**src/rtl/cpu_addr_router_pkg.sv**
```systemverilog
// Shared constants and types for the CPU address router.
// Assumes a 16-bit CPU address and one region select per target.
package cpu_addr_router_pkg;

    localparam int AW = 16;
    localparam int NREG = 9;

    // Region identifiers; the numeric value is the select bit position.
    typedef enum logic [3:0] {
        RG_BOOT = 4'd0,
        RG_CROM = 4'd1,
        RG_CRAM = 4'd2,
        RG_VRAM = 4'd3,
        RG_WRAM = 4'd4,
        RG_OAM  = 4'd5,
        RG_IO   = 4'd6,
        RG_HRAM = 4'd7,
        RG_IE   = 4'd8
    } region_e;

    // Bus the DMA engine may hold.
    typedef enum logic {
        BUS_EXT = 1'b0,
        BUS_VID = 1'b1
    } dma_bus_e;

    localparam logic [AW-1:0] OVERLAY_OFF_ADDR = 16'hFF50;
    localparam logic [7:0]    PAD_VALUE        = 8'h00;
    localparam logic [7:0]    OPEN_VALUE       = 8'hFF;

endpackage

```
**src/rtl/mm_region_decode.sv**
```systemverilog
// Address classifier: maps a CPU address to one region, applies echo
// mirroring and the start-up overlay. Assumes at most one of rd/wr.
module mm_region_decode
    import cpu_addr_router_pkg::*;
(
    input  logic [AW-1:0] addr_i,
    input  logic          rd_i,
    input  logic          wr_i,
    input  logic          color_i,
    input  logic          overlay_on_i,
    output region_e       cls_o,
    output logic          cls_valid_o,
    output logic          pad_hit_o,
    output logic          off_reg_hit_o,
    output logic [AW-1:0] eff_addr_o
);

    logic [7:0] page;
    logic       echo_hit;
    logic       overlay_page;

    // Detect the copy window and fold it down onto work RAM.
    always_comb begin
        echo_hit   = (addr_i >= 16'hE000) && (addr_i <= 16'hFDFF);
        eff_addr_o = echo_hit ? {3'b110, addr_i[12:0]} : addr_i;
        page       = eff_addr_o[15:8];
    end

    // Pages shadowed by the start-up overlay for the current variant.
    always_comb begin
        overlay_page = (page == 8'h00) ||
                       (color_i && (page >= 8'h02) && (page <= 8'h08));
    end

    // Classify the effective address into a region.
    always_comb begin
        cls_o         = RG_CROM;
        cls_valid_o   = 1'b1;
        pad_hit_o     = 1'b0;
        off_reg_hit_o = 1'b0;
        unique case (eff_addr_o[15:13])
            3'b000, 3'b001, 3'b010, 3'b011: begin
                if (overlay_on_i && rd_i && !wr_i && overlay_page)
                    cls_o = RG_BOOT;
                else
                    cls_o = RG_CROM;
            end
            3'b100: cls_o = RG_VRAM;
            3'b101: cls_o = RG_CRAM;
            3'b110: cls_o = RG_WRAM;
            default: begin
                if (page == 8'hFE) begin
                    if (eff_addr_o[7:0] < 8'hA0) begin
                        cls_o = RG_OAM;
                    end else begin
                        cls_valid_o = 1'b0;
                        pad_hit_o   = 1'b1;
                    end
                end else if (eff_addr_o == OVERLAY_OFF_ADDR) begin
                    cls_valid_o   = 1'b0;
                    off_reg_hit_o = 1'b1;
                end else if (!eff_addr_o[7]) begin
                    cls_o = RG_IO;
                end else if (eff_addr_o[7:0] == 8'hFF) begin
                    cls_o = RG_IE;
                end else begin
                    cls_o = RG_HRAM;
                end
            end
        endcase
    end

endmodule

```
**src/rtl/mm_dma_guard.sv**
```systemverilog
// Collision check: decides whether the CPU access to a region must be
// replaced by the DMA's byte (blocked) or simply refused (attribute
// memory while DMA runs). Assumes cls_i is meaningful only with valid_i.
module mm_dma_guard
    import cpu_addr_router_pkg::*;
(
    input  region_e  cls_i,
    input  logic     valid_i,
    input  logic     color_i,
    input  logic     dma_active_i,
    input  dma_bus_e dma_bus_i,
    output logic     blocked_o,
    output logic     refused_o
);

    logic ext_busy;
    logic vid_busy;

    // Which bus the DMA is currently holding.
    always_comb begin
        ext_busy = dma_active_i && (dma_bus_i == BUS_EXT);
        vid_busy = dma_active_i && (dma_bus_i == BUS_VID);
    end

    // Region-versus-bus collision rules.
    always_comb begin
        blocked_o = 1'b0;
        refused_o = 1'b0;
        if (valid_i) begin
            unique case (cls_i)
                RG_CROM:          blocked_o = ext_busy;
                RG_CRAM, RG_WRAM: blocked_o = ext_busy && !color_i;
                RG_VRAM:          blocked_o = vid_busy;
                RG_OAM:           refused_o = dma_active_i;
                default:          blocked_o = 1'b0;
            endcase
        end
    end

endmodule

```
**src/rtl/mm_boot_latch.sv**
```systemverilog
// One-way overlay flag: set by reset, cleared by a CPU write to the
// overlay-off address, never set again until the next reset.
module mm_boot_latch
    import cpu_addr_router_pkg::*;
(
    input  logic          clk,
    input  logic          rst_n,
    input  logic          wr_i,
    input  logic [AW-1:0] addr_i,
    output logic          overlay_on_o
);

    // Hold the overlay state across cycles.
    always_ff @(posedge clk) begin
        if (!rst_n)
            overlay_on_o <= 1'b1;
        else if (wr_i && (addr_i == OVERLAY_OFF_ADDR))
            overlay_on_o <= 1'b0;
    end

endmodule

```
**src/rtl/cpu_addr_router.sv**
```systemverilog
// Top of the CPU address router: combines decode, DMA guard and overlay
// latch, gates the one-hot selects and builds the CPU read data.
// Assumes the CPU never asserts read and write together.
module cpu_addr_router
    import cpu_addr_router_pkg::*;
#(
    parameter int DW = 8
) (
    input  logic               clk,
    input  logic               rst_n,
    input  logic [15:0]        cpu_addr_i,
    input  logic               cpu_rd_i,
    input  logic               cpu_wr_i,
    input  logic               color_i,
    input  logic               dma_active_i,
    input  logic               dma_bus_i,
    input  logic [DW-1:0]      dma_byte_i,
    input  logic [NREG*DW-1:0] reg_rdata_i,
    output logic [NREG-1:0]    sel_o,
    output logic               wr_o,
    output logic [15:0]        addr_o,
    output logic [DW-1:0]      rdata_o
);

    region_e        cls;
    logic           cls_valid;
    logic           pad_hit;
    logic           off_hit;
    logic           blocked;
    logic           refused;
    logic           overlay_on;
    logic           access;
    logic [NREG-1:0] raw_sel;
    logic [DW-1:0]  terms [NREG];
    logic [DW-1:0]  mux_out;

    mm_boot_latch u_latch (
        .clk          (clk),
        .rst_n        (rst_n),
        .wr_i         (cpu_wr_i),
        .addr_i       (cpu_addr_i),
        .overlay_on_o (overlay_on)
    );

    mm_region_decode u_decode (
        .addr_i        (cpu_addr_i),
        .rd_i          (cpu_rd_i),
        .wr_i          (cpu_wr_i),
        .color_i       (color_i),
        .overlay_on_i  (overlay_on),
        .cls_o         (cls),
        .cls_valid_o   (cls_valid),
        .pad_hit_o     (pad_hit),
        .off_reg_hit_o (off_hit),
        .eff_addr_o    (addr_o)
    );

    mm_dma_guard u_guard (
        .cls_i        (cls),
        .valid_i      (cls_valid),
        .color_i      (color_i),
        .dma_active_i (dma_active_i),
        .dma_bus_i    (dma_bus_e'(dma_bus_i)),
        .blocked_o    (blocked),
        .refused_o    (refused)
    );

    // An access is in progress on either strobe.
    always_comb access = cpu_rd_i || cpu_wr_i;

    // Per-region select and read-data term, one slot per region.
    for (genvar k = 0; k < NREG; k++) begin : g_slot
        assign raw_sel[k] = cls_valid && (4'(cls) == 4'(k));
        assign sel_o[k]   = access && raw_sel[k] && !blocked && !refused;
        assign terms[k]   = {DW{sel_o[k]}} & reg_rdata_i[k*DW +: DW];
    end

    // OR together the gated read terms.
    always_comb begin
        mux_out = '0;
        for (int k = 0; k < NREG; k++) mux_out = mux_out | terms[k];
    end

    // Final read-data choice: DMA byte, pad zero, region data or open bus.
    always_comb begin
        if (blocked)
            rdata_o = dma_byte_i;
        else if (pad_hit)
            rdata_o = DW'(PAD_VALUE);
        else if (|sel_o)
            rdata_o = mux_out;
        else
            rdata_o = {DW{1'b1}};
    end

    // Write strobe to whichever region is selected.
    always_comb wr_o = cpu_wr_i && (|sel_o);


    sel_onehot_chk: assert property (@(posedge clk) disable iff (!rst_n)
        $onehot0(sel_o));


    overlay_sticky_chk: assert property (@(posedge clk) disable iff (!rst_n)
        !overlay_on |=> !overlay_on);


    overlay_clear_chk: assert property (@(posedge clk) disable iff (!rst_n)
        (cpu_wr_i && cpu_addr_i == 16'hFF50) |=> !overlay_on);


    echo_fold_chk: assert property (@(posedge clk) disable iff (!rst_n)
        (access && cpu_addr_i >= 16'hE000 && cpu_addr_i <= 16'hFDFF)
        |-> (addr_o[15:13] == 3'b110 && addr_o[12:0] == cpu_addr_i[12:0]));


    ext_write_drop_chk: assert property (@(posedge clk) disable iff (!rst_n)
        (cpu_wr_i && dma_active_i && !dma_bus_i && cpu_addr_i < 16'h8000)
        |-> !wr_o);


    vid_read_sub_chk: assert property (@(posedge clk) disable iff (!rst_n)
        (cpu_rd_i && !cpu_wr_i && dma_active_i && dma_bus_i &&
         cpu_addr_i >= 16'h8000 && cpu_addr_i < 16'hA000)
        |-> (rdata_o == dma_byte_i && sel_o == '0));


    boot_no_write_chk: assert property (@(posedge clk) disable iff (!rst_n)
        cpu_wr_i |-> !sel_o[0]);

endmodule

```
**config.mk**
```make
export PLATFORM = sky130hd
export DESIGN_NAME = cpu_addr_router
export DESIGN_NICKNAME = d
export VERILOG_FILES = /design/src/rtl/cpu_addr_router_pkg.sv /design/src/rtl/mm_region_decode.sv /design/src/rtl/mm_dma_guard.sv /design/src/rtl/mm_boot_latch.sv /design/src/rtl/cpu_addr_router.sv
export SDC_FILE = /design/constraint.sdc
export NUM_CORES = 1
export LEC_CHECK = 0
export BUFFER_PORTS_ARGS = -buffer_cell sky130_fd_sc_hd__clkbuf_2
export CAP_MARGIN = 10
export CORE_ASPECT_RATIO = 1.75
export CORE_MARGIN = 1
export CORE_UTILIZATION = 41
export DETAILED_ROUTE_END_ITERATION = 12
export PLACE_DENSITY = 0.88
export SYNTH_ARGS = -nofsm -noshare
export SYNTH_HDL_FRONTEND = slang
export SYNTH_HIERARCHICAL = 1
export SYNTH_SLANG_ARGS = --single-unit
export TNS_END_PERCENT = 10
```
**constraint.sdc**
```tcl
create_clock -name clk -period 12 [get_ports clk]
set_clock_uncertainty 0.05 [all_clocks]
set_input_delay 3.6 -clock clk [delete_from_list [all_inputs] [get_ports clk]]
set_output_delay 3.6 -clock clk [all_outputs]
set_load 0.03 [all_outputs]
```
==> results.toml <==
[outcome]
status = "finished, final reports clean"

[setup_path]
worstSetupEndpointType = "output pin"
crit_type = "input pin to output pin"
worstPathArrival_ns = 7.55
cp.required_ns = 8.35
critPathLaunchType = "input pin"
crit_fanout = 18

[layout]
nets = 428
seq_area_um2 = 20.0
largest-register = "u_latch/overlay_on_o"
fillers = 326
num_antenna_cells = 0
reg.largest.list = "u_latch/overlay_on_o x1"
drive_above_1_share = 0.492
layout_common_cells = "clkbuf_2 (136), mux2i_1 (18), nor3_1 (16)"
area_delta_synth_final_pct = 43.1
multiInputGateArea_um2 = 1250
final_common_cell = "clkbuf_2"
largest_reg_flops = 1

[route]
routed_via_density = 6.00
via_count = 2207
routed_wl_um = 5830
drt_iter0_markers = 85
drt-pass1-iter-count = 4
ant_nets = 0
avgRoutedWirePerCell_um = 15.8
drc = 0

[yosys]
syn_nets = 314
avgSynthCellArea_um2 = 6.83
synthCells = 211
yosys_warnings = 6
synthesis.area_um2 = 1440

[placed_design]
gp_congestion = 0.974
dpl.hpwl_um = 4840
dp_slack_ns = 0.833
port-buffer-count = 136

[global_route]
antenna_found_initial = 0
grt_pass1_wl_um = 8400
track_usage = 0.289
overflow = 0
grt_max_degree = 28
grt_pass1_vias = 1963

[power]
intPower_uw = 39.2
power_density_nw_per_um2 = 47.0
power_switching_uw = 57.8
clkPwrFrac = 0
switching_share = 0.596
seqPwrFrac = 0.035
p_leak_uw = 0.00102
ir_drop_mv = 0.0322
combPwrFrac = 0.965

[timing]
setup_viol = 0
rsz0062_at_grt = "no"
worstMarginPinSlew_ns = 1.12
slew_headroom = 0.244
max_freq_mhz = 89.3
hold_viol = 0
maxSlewViolCount = 0
finalWorstSetupSlack_ns = 0.801
fin_crit_sh = 0.933
finalCriticalPeriod_ns = 11.20
setup_tns_ns = 0

[floorplan]
core_area_um2 = 3360
dieArea_um2 = 3770
fp.dieW_um = 46.8
start_util = 0.429
io_pins = 137
num_rows = 28
fp.dieH_um = 80.4

[clock_network]
ctsResizeCount = 0
clk_pin_slew_ns = 0
cts_hold_buf = 0
cts_setup_buffers = 0
clock_latency_ns = 0

[flow_run]
cap_violations = 0

[min_path]
hold_class = "flip-flop to flip-flop"
## final cells by class
class,instances,share of cell area
sequential,1,0.00970
inverter,7,0.0127
timing repair buffer,140,0.344
multi-input combinational,175,0.606
tap,45,0.0273
## worst paths after layout
check / start / endpoint / slack [ns] / cells after the start
worst max-delay path: cpu_addr_i[5] / rdata_o[3] / 0.80 / 14
worst min-delay path: u_latch/overlay_on_o / u_latch/overlay_on_o / 0.46 / 2
worst max register to register: u_latch/overlay_on_o / u_latch/overlay_on_o / 11.37 / 2
worst min register to register: u_latch/overlay_on_o / u_latch/overlay_on_o / 0.46 / 2
## power groups by stage
stage               clock (uW)  sequential [uW]  combinational [uW]
floorplan                    0             3.39                59.6
global placement             0             3.39                91.7
detailed placement           0             3.39                92.5
CTS                          0             3.39                92.8
global route                 0             3.39                 100
finish                       0             3.39                93.6
## metal layers
metal  GRT usage  up-vias  wire (um)
met5           0        -          0
met4       0.143        0        196
met3      0.0764       27        619
met2       0.519      165       2960
met1       0.284      967       2050
li1            -     1048          -
## worst max-delay path, stage by stage
cell and delay, ns:
clkbuf_2 0.11, or4_4 0.55, o41ai_4 0.29, nand2b_1 0.21, o22ai_2 0.26, buf_4 0.29
nand2b_1 0.09, a21oi_1 0.07, nor4_2 0.86, or4b_1 0.41, nor2_1 0.15, a221oi_1 0.31
a31oi_1 0.15, clkbuf_2 0.20
## per-stage QoR
| stage | power (uW) | instance area (um^2) | std cells | hold slack [ns] | util |
|---|---|---|---|---|---|
| finish | 97.0 | 2060 | 368 | 0.458 | 0.613 |
| detailed placement | 95.9 | 2060 | 368 | 0.463 | 0.613 |
| global placement | 95.1 | 2060 | 368 | 0.440 | 0.613 |
| floorplan | 63.0 | 1440 | 211 | 0.424 | - |
| CTS | 96.2 | 2060 | 368 | 0.460 | 0.613 |
| global route | 103 | 2060 | 368 | 0.495 | 0.613 |
Power figures use the tool's default switching activity.
